[config.mk]
export PLATFORM = sky130hd
export DESIGN_NAME = cs_mac_pe
export DESIGN_NICKNAME = d
export VERILOG_FILES = /design/src/rtl/cs_mac_pe.sv
export SDC_FILE = /design/constraint.sdc
export NUM_CORES = 1
export LEC_CHECK = 0
export BUFFER_PORTS_ARGS = -buffer_cell sky130_fd_sc_hd__buf_2
export CAP_MARGIN = 0
export CORE_MARGIN = 10
export CORE_UTILIZATION = 33
export CTS_CLUSTER_DIAMETER = 100
export DETAILED_ROUTE_END_ITERATION = 12
export PLACE_DENSITY = 0.52
export SETUP_SLACK_MARGIN = 0.02
export SKIP_CTS_REPAIR_TIMING = 1
export SLEW_MARGIN = 20
export SYNTH_ARGS = -nofsm -noshare
export SYNTH_HDL_FRONTEND = slang
export SYNTH_SLANG_ARGS = --single-unit
[constraint.sdc]
create_clock -name clk -period 2.2 [get_ports clk]
set_clock_uncertainty 0.2 [all_clocks]
set_input_delay 0.11 -clock clk [delete_from_list [all_inputs] [get_ports clk]]
set_output_delay 0.11 -clock clk [all_outputs]
set_load 0.05 [all_outputs]
[src/rtl/cs_mac_pe.sv]
module cs_mac_pe #(
  parameter int IN_W = 8,
  parameter int W    = 32,
  parameter int SH_W = 5
) (
  input  logic            clk,
  input  logic            rst_n,
  input  logic [IN_W-1:0] a_in,
  input  logic [IN_W-1:0] b_in,
  input  logic [SH_W+1:0] ctl_in,
  input  logic [W-1:0]    d_sum_in,
  input  logic [W-1:0]    d_car_in,
  output logic [IN_W-1:0] a_out,
  output logic [IN_W-1:0] b_out,
  output logic [SH_W+1:0] ctl_out,
  output logic [W-1:0]    d_sum_out,
  output logic [W-1:0]    d_car_out
);
  localparam int NPP = IN_W / 2;
  localparam int NV  = NPP + 1;

  function automatic logic [W-1:0] xor3(input logic [W-1:0] x, y, z);
    return x ^ y ^ z;
  endfunction

  function automatic logic [W-1:0] cy(input logic [W-1:0] x, y, z);
    logic [W-1:0] m;
    m = (x & y) | (x & z) | (y & z);
    return {m[W-2:0], 1'b0};
  endfunction

  logic [W-1:0]    aext;
  logic [IN_W:0]   bx;
  logic [W-1:0]    vec [NV];
  logic [W-1:0]    ts  [NV-1];
  logic [W-1:0]    tc  [NV-1];
  logic [NPP-1:0]  negs;
  logic [W-1:0]    negv;

  assign aext = {{(W-IN_W){a_in[IN_W-1]}}, a_in};
  assign bx   = {b_in, 1'b0};

  for (genvar i = 0; i < NPP; i++) begin : g_booth
    logic [2:0]   t;
    logic         one, two, neg;
    logic [W-1:0] base;
    assign t       = bx[2*i+2:2*i];
    assign one     = t[0] ^ t[1];
    assign two     = (t == 3'b011) || (t == 3'b100);
    assign neg     = t[2] & ~(t[1] & t[0]);
    assign base    = one ? aext : (two ? {aext[W-2:0], 1'b0} : '0);
    assign vec[i]  = (neg ? ~base : base) << (2*i);
    assign negs[i] = neg;
  end

  always_comb begin
    negv = '0;
    for (int i = 0; i < NPP; i++) negv[2*i] = negs[i];
  end
  assign vec[NPP] = negv;

  assign ts[0] = vec[0];
  assign tc[0] = vec[1];
  for (genvar k = 1; k < NV-1; k++) begin : g_tree
    assign ts[k] = xor3(ts[k-1], tc[k-1], vec[k+1]);
    assign tc[k] = cy(ts[k-1], tc[k-1], vec[k+1]);
  end

  logic         prop, en;
  logic [W-1:0] acc0_s, acc0_c, acc1_s, acc1_c;
  logic [W-1:0] op_s, op_c, m_s, m_c, nx_s, nx_c;

  assign prop = ctl_in[0];
  assign en   = ctl_in[1];

  assign op_s = prop ? acc1_s : acc0_s;
  assign op_c = prop ? acc1_c : acc0_c;
  assign m_s  = xor3(ts[NV-2], tc[NV-2], op_s);
  assign m_c  = cy(ts[NV-2], tc[NV-2], op_s);
  assign nx_s = xor3(m_s, m_c, op_c);
  assign nx_c = cy(m_s, m_c, op_c);

  assign d_sum_out = prop ? acc0_s : acc1_s;
  assign d_car_out = prop ? acc0_c : acc1_c;

  always_ff @(posedge clk or negedge rst_n) begin
    if (!rst_n) begin
      a_out   <= '0;
      b_out   <= '0;
      ctl_out <= '0;
      acc0_s  <= '0;
      acc0_c  <= '0;
      acc1_s  <= '0;
      acc1_c  <= '0;
    end else begin
      a_out   <= a_in;
      b_out   <= b_in;
      ctl_out <= ctl_in;
      if (!prop) begin
        if (en) begin
          acc0_s <= nx_s;
          acc0_c <= nx_c;
        end
        acc1_s <= d_sum_in;
        acc1_c <= d_car_in;
      end else begin
        if (en) begin
          acc1_s <= nx_s;
          acc1_c <= nx_c;
        end
        acc0_s <= d_sum_in;
        acc0_c <= d_car_in;
      end
    end
  end
endmodule

==> Implementation_results.wiki, run 1 <==
{| class="wikitable"
! Metric !! Value
|-
| Final wirelength || 32.3 mm
|-
| Net count after synthesis || 1309
|-
| Synth cell types || 44
|-
| Wire length of the first global-routing pass || 49.0 mm
|-
| CP Launch Type || input pin
|-
| Average via count per standard cell || 4.75
|-
| Setup repair after global routing missed its margin || yes
|-
| Proportion of netlist area held by the largest area contributor || 33.5%
|-
| TritonCTS clock tree || yes
|-
| Antenna diode count || 0
|-
| Largest net degree at the start of global routing || 52
|-
| Layout cell share with drive strength beyond 1 || 42.0%
|-
| Number of standard-cell rows in the floorplan || 67
|-
| Layout Area Growth over Synthesis || 44.6%
|-
| Warnings, synthesis || 0
|-
| Post-synth EDFFs || 0
|-
| Worst setup timing slack at the placement stage || -2150 ps
|-
| Fin Setup TNS || -164000 ps
|-
| Starting density of the core || 33.6%
|-
| Setup CP Type || in -> reg
|-
| Flip-flop and latch count after synthesis || 151
|-
| Mapped Area || 11300 µm²
|-
| Worst vdd rail ir drop || 1.08 mV
|-
| Total global-route track usage || 14.7%
|-
| Vias in the first global route || 8926
|-
| Count of input and output buffers || 175
|-
| Max-cap viol count || 0
|-
| CP endpoint kind || flop
|-
| Routability-driven placement congestion ratio || 0.822
|-
| Total Power Consumption || 23.0 mW
|-
| Min-delay worst type || in -> async
|-
| Avg Synthesized Cell Area || 9.98 µm²
|-
| Post-synth top area cell || sky130_fd_sc_hd__dfrtp_1
|-
| Clock buffer count from CTS || 17
|-
| Layer with the highest usage after global routing || met2
|-
| Met3 track demand over resource || 3.57%
|-
| Top-level port count || 176
|-
| Core box area || 33600 µm²
|-
| Die area || 42000 µm²
|-
| Grt ovf || 0
|-
| Die Y-Extent || 205 µm
|-
| Fin cells || 1950
|-
| Mean routed wirelength per cell || 16.6 µm
|-
| Main area contributors after synthesis || sky130_fd_sc_hd__dfrtp_1 33%, sky130_fd_sc_hd__mux2i_1 13%, sky130_fd_sc_hd__fa_1 11%
|-
| Clk Latency, worst-skew pair || 440 ps
|-
| Slowest cell on crit path || sky130_fd_sc_hd__fa_1
|-
| Delay contributed by the slowest stage of the critical path || 500 ps
|-
| Endpoints failing setup || 154
|-
| Antenna Violating Nets Remaining || 0
|-
| Detailed-route DRC error count || 0
|-
| Shortest period the worst path allows || 3760 ps
|-
| Final worst-path setup slack || -1560 ps
|-
| Root buffer cell || sky130_fd_sc_hd__clkbuf_16
|-
| Final critical-path share of the clock period || 171%
|-
| DR vias || 9253
|-
| Initial antenna violation count || 0
|-
| Global routing usage on met2 || 23.0%
|-
| Number of failing hold endpoints at the final stage || 0
|-
| Req. time, crit path || 2320 ps
|-
| Result of the run || complete, but fails checks
|-
| Count of H-tree levels built during CTS || 4
|-
| Starting DRT DRC Count || 351
|-
| Maximum fanout along the worst path || 3
|-
| Number of buffers on the longest clock path || 2
|-
| Most common flop cell mapped by yosys || sky130_fd_sc_hd__dfrtp_1
|-
| Critical path data arrival time || 3890 ps
|-
| Synth async-reset ratio || 100%
|-
| Share of the yosys chip area belonging to registers || 33.5%
|-
| Die Span X || 205 µm
|-
| Max Clk Rate || 266 MHz
|-
| Max Transition Viols Final || 0
|-
| 1st-pass router iterations || 4
|-
| Inst Count DP || 1813
|-
| Violated checks || negative setup slack
|-
| Number of nets in the layout || 1669
|-
| Transition time at the pin with the least slew margin || 549 ps
|-
| Leakage power of the design || 7.39 nW
|-
| Chain of cells forming the critical path || buf_8 > buf_12 > inv_8 > ha_4 > nor3b_4 > a21oi_1 > o211ai_1 > fa_1 > fa_1 > inv_1 > fa_1 > inv_1 > fa_1 > inv_1 > fa_1 > mux2i_1 > a21oi_1
|-
| Gate count of the mapped netlist || 1130
|-
| Final Hold Slack || 26.3 ps
|-
| Cell type with the highest occurrence count on the critical path || sky130_fd_sc_hd__fa_1
|-
| Post-DP HPWL || 23.6 mm
|-
| Clock transition at path regs || 60 ps
|-
| Slew headroom || 63.4%
|-
| Cell Pwr Density || 1410 nW/µm²
|-
| Global routing met1 resource utilization || 20.1%
|-
| Clock tree sinks || 151
|}
## metrics by stage
step / util, % / instance area [µm²]
final: 48.5 / 16300
after global placement: 41.0 / 13800
after floorplan: - / 11600
after global routing: 48.5 / 16300
after CTS: 43.0 / 14400
after detailed placement: 41.0 / 13800
## logic make-up (layout without fill, tap and decap cells)
group / Yosys count / after routing / synth area share [%]
DFF: 151 / 151 / 33.5
adders and majority gates: 90 / 90 / 14.1
and+or+nand+nor: 233 / 234 / 8.51
AOI/OAI and AO/OA: 222 / 222 / 11.2
muxes: 255 / 255 / 23.8
buffers and inverters: 145 / 516 / 6.28
xor gates and xnor gates: 34 / 34 / 2.64
## power by group
group | internal [mW] | switching [mW]
Clock | 2.07 | 1.26
Sequential | 3.80 | 0.707
Combinational | 6.92 | 8.22
## synthesized netlist by cell type, drive strengths merged (8+ instances only)
master / number
nor2b: 8
xnor2: 16
a211oi: 13
o22ai: 12
nand2: 129
dfrtp: 151
fa: 62
nor2: 76
xor2: 18
clkbuf: 32
ha: 28
a21oi: 72
buf: 62
mux2: 104
inv: 51
o21ai: 92
mux2i: 151
## path summary, 6_finish.rpt
kind	startpoint	endpoint	slack, ps	depth (start not counted)
worst max register to register	acc0_s[11]	acc0_s[11]	-30	5
max in group asynchronous	rst_n	b_out[2]	1150	3
worst min register to register	acc1_c[0]	acc1_c[0]	360	2
worst min-delay path	rst_n	acc0_c[22]	30	2
worst max-delay path	b_in[3]	acc1_s[6]	-1560	17
min in group clk	ctl_in[0]	acc1_s[7]	30	4
## area by class of cell
class                      count  area, µm²
fill                        3117      17300
clock inverter                11        198
timing repair buffer         434       3420
tap                          448        561
sequential                   151       3780
multi-input combinational    835       7690
clock buffer                  20        457
inverter                      51        206
## routing by layer
layer  vias to the layer above  wire length (µm)
met3                        19              1350
met4                         0               304
met2                       136             15400
li1                       4600                 -
met1                      4498             15300
met5                         -                 0
## worst max-delay path: cells and delay by family
family | cells | cell delay [ps]
compound gates | 3 | 400
fa+ha+maj | 6 | 2580
mux | 1 | 140
buf+inv | 6 | 410
simple gates | 1 | 240
## placed cells by master, fill, tap and decap left out, drive strengths merged, types with 3 or more instances in the layout
cell type,synthesis,final
a211o,6,6
a211oi,13,13
a21oi,72,72
a221oi,3,3
a22o,3,3
a22oi,4,4
and3,3,3
buf,62,343
bufinv,0,5
clkbuf,32,21
clkinv,0,3
clkinvlp,0,4
dfrtp,151,151
dlygate4sd3,0,90
fa,62,62
ha,28,28
inv,51,50
mux2,104,104
mux2i,151,151
nand2,129,130
nor2,76,76
nor2b,8,8
nor3,4,4
nor3b,5,5
o211ai,6,6
o21ai,92,92
o22ai,12,12
xnor2,16,16
xor2,18,18
## state kept, by name (all words and copies together) (netlist names)
register	cells
a_out	8
acc0_c	32
acc0_s	32
acc1_c	32
acc1_s	32
b_out	8
ctl_out	7
No activity file was read; power rests on OpenSTA's default activity.
==> run 2: changes to the inputs <==
Settings changed: SKIP_CTS_REPAIR_TIMING 1 to default.
==> Implementation_results.wiki, run 2 (same netlist as run 1, synthesis figures left out) <==
{| class="wikitable"
! Metric !! Value
|-
| Layout cell share with drive strength beyond 1 || 42.8%
|-
| Final worst-path setup slack || -1560 ps
|-
| Die Span X || 205 µm
|-
| Number of buffers on the longest clock path || 2
|-
| Detailed-route DRC error count || 0
|-
| Layer with the highest usage after global routing || met2
|-
| Slew headroom || 63.7%
|-
| Root buffer cell || sky130_fd_sc_hd__clkbuf_16
|-
| Endpoints failing setup || 118
|-
| Average via count per standard cell || 4.77
|-
| Number of nets in the layout || 1693
|-
| Combinational share of power || 66.6%
|-
| Transition time at the pin with the least slew margin || 544 ps
|-
| Result of the run || complete, but fails checks
|-
| Met3 track demand over resource || 3.55%
|-
| Share of total power in the clock network || 14.2%
|-
| DR vias || 9417
|-
| Clock transition at path regs || 70 ps
|-
| R2r setup slk || -30 ps
|-
| Worst vdd rail ir drop || 1.08 mV
|-
| Clock buffer count from CTS || 17
|-
| Starting DRT DRC Count || 372
|-
| Starting density of the core || 33.6%
|-
| Fin cells || 1974
|-
| Wire length of the first global-routing pass || 51.7 mm
|-
| Core box area || 33600 µm²
|-
| Number of fill cells in the layout || 3084
|-
| Largest net degree at the start of global routing || 52
|-
| Cell Pwr Density || 1420 nW/µm²
|-
| Max-cap viol count || 0
|-
| Initial antenna violation count || 0
|-
| Leading cell type in the layout, fill and taps excluded || sky130_fd_sc_hd__buf_2
|-
| Switching share of power || 44.1%
|-
| CP endpoint kind || flop
|-
| Total Power Consumption || 23.5 mW
|-
| Final wirelength || 32.7 mm
|-
| Slowest cell on crit path || sky130_fd_sc_hd__fa_1
|-
| Global routing met1 resource utilization || 20.8%
|-
| Violated checks || negative setup slack
|-
| 1st-pass router iterations || 6
|-
| Critical path data arrival time || 3880 ps
|-
| Req. time, crit path || 2320 ps
|-
| Die area || 42000 µm²
|-
| TritonCTS clock tree || yes
|-
| Chain of cells forming the critical path || buf_8 > buf_12 > clkinv_8 > ha_4 > nor2b_4 > a21oi_1 > o211ai_1 > fa_1 > fa_1 > inv_1 > fa_1 > inv_1 > fa_1 > inv_1 > fa_1 > mux2i_1 > o21ai_1
|-
| Total net switching power || 10.4 mW
|-
| Clk Latency, worst-skew pair || 440 ps
|-
| Min-delay worst type || in -> async
|-
| Count of H-tree levels built during CTS || 4
|-
| Post-DP HPWL || 23.6 mm
|-
| Grt ovf || 0
|-
| Final Hold Slack || 14.2 ps
|-
| Clock tree sinks || 151
|-
| Die Y-Extent || 205 µm
|-
| Fin Setup TNS || -153650 ps
|-
| Antenna Violating Nets Remaining || 0
|-
| Shortest period the worst path allows || 3760 ps
|-
| Max Transition Viols Final || 0
|-
| Number of standard-cell rows in the floorplan || 67
|-
| Mean routed wirelength per cell || 16.6 µm
|-
| Count of input and output buffers || 175
|-
| Routability-driven placement congestion ratio || 0.822
|-
| Worst setup timing slack at the placement stage || -2150 ps
|-
| Internal power summed over all cells || 13.1 mW
|-
| Top-level port count || 176
|-
| Maximum fanout along the worst path || 3
|-
| Inst Count DP || 1813
|-
| Antenna diode count || 0
|-
| Most frequent cells in the layout || 169 x sky130_fd_sc_hd__buf_2, 151 x sky130_fd_sc_hd__dfrtp_1, 149 x sky130_fd_sc_hd__mux2i_1, 131 x sky130_fd_sc_hd__buf_4, 119 x sky130_fd_sc_hd__nand2_1
|-
| Number of failing hold endpoints at the final stage || 0
|-
| Total global-route track usage || 15.4%
|-
| CP Launch Type || input pin
|-
| Max Clk Rate || 266 MHz
|-
| Final critical-path share of the clock period || 171%
|-
| Share of power burned in registers || 19.2%
|-
| Global routing usage on met2 || 24.5%
|-
| Setup CP Type || in -> reg
|-
| Setup repair after global routing missed its margin || yes
|-
| Vias in the first global route || 9506
|-
| Cell type with the highest occurrence count on the critical path || sky130_fd_sc_hd__fa_1
|-
| Layout Area Growth over Synthesis || 47.0%
|-
| Delay contributed by the slowest stage of the critical path || 500 ps
|-
| Leakage power of the design || 7.52 nW
|}
## run 2: cell types whose count changed in the layout (fill, tap and decap cells not counted), moves of 3 or more
cell,before,now
sky130_fd_sc_hd__buf_6,27,37
sky130_fd_sc_hd__xor2_2,7,4
sky130_fd_sc_hd__nand2_2,5,9
sky130_fd_sc_hd__buf_4,125,131
sky130_fd_sc_hd__nand2_4,3,0
sky130_fd_sc_hd__xor2_1,11,14
sky130_fd_sc_hd__dlygate4sd3_1,90,95
## run 2: metrics by stage
step / utilization [%] / area (µm²)
6_report: 49.3 / 16600
3_3_place_gp: 41.0 / 13800
4_1_cts: 47.5 / 16000
2_1_floorplan: - / 11600
3_5_place_dp: 41.0 / 13800
5_1_grt: 49.3 / 16600
## run 2: what timing repair did
| item | in CTS | in global routing |
|---|---|---|
| hold endpoints to repair | 301 | 0 |
| pin swaps | 71 | 91 |
| gates resized for setup | 141 | 91 |
| cloned | 1 | 1 |
| hold buffers | 96 | 0 |
| buffers inserted | 11 | 25 |
| setup endpoints to repair | 118 | 156 |
## run 2: power by group through the flow
stage	logic, mW	clock network (mW)	registers [mW]
finish	15.7	3.33	4.52
global placement	13.1	0	4.52
detailed placement	13.3	0	4.55
floorplan	9.64	0	4.44
global route	17.3	3.55	4.67
CTS	14.7	3.44	4.52
## run 2: worst paths after layout
check,from,end,cells past startpoint
worst max-delay path,b_in[3],acc0_s[6],17
worst min-delay path,rst_n,acc0_c[24],2
worst max register to register,acc0_s[11],acc0_s[11],5
worst min register to register,acc1_c[0],acc1_c[0],2
max in group asynchronous,rst_n,b_out[2],3
min in group clk,ctl_in[0],acc1_s[10],3
## run 2: critical path: cells and delay by family
kind	cells	cell delay (ps)
AOI/OAI and AO/OA	3	420
and+or+nand+nor	1	170
muxes	1	150
buffers and inverters	6	370
adders and majority gates	6	2660
## run 2: routing by layer
layer	vias to the layer above	part of all wire, %
met5	-	0
met4	0	1.4
met3	28	4.0
met2	152	48
met1	4578	47
li1	4659	-
## run 2: layout make-up
class	instances	area, µm²	area share (%)
Timing Repair Buffer	458	3680	22.2
Multi-Input combinational cell	835	7700	46.4
Clock inverter	11	198	1.19
Clock buffer	20	457	2.75
Sequential cell	151	3780	22.8
Tap cell	448	561	3.38
Inverter	51	211	1.27
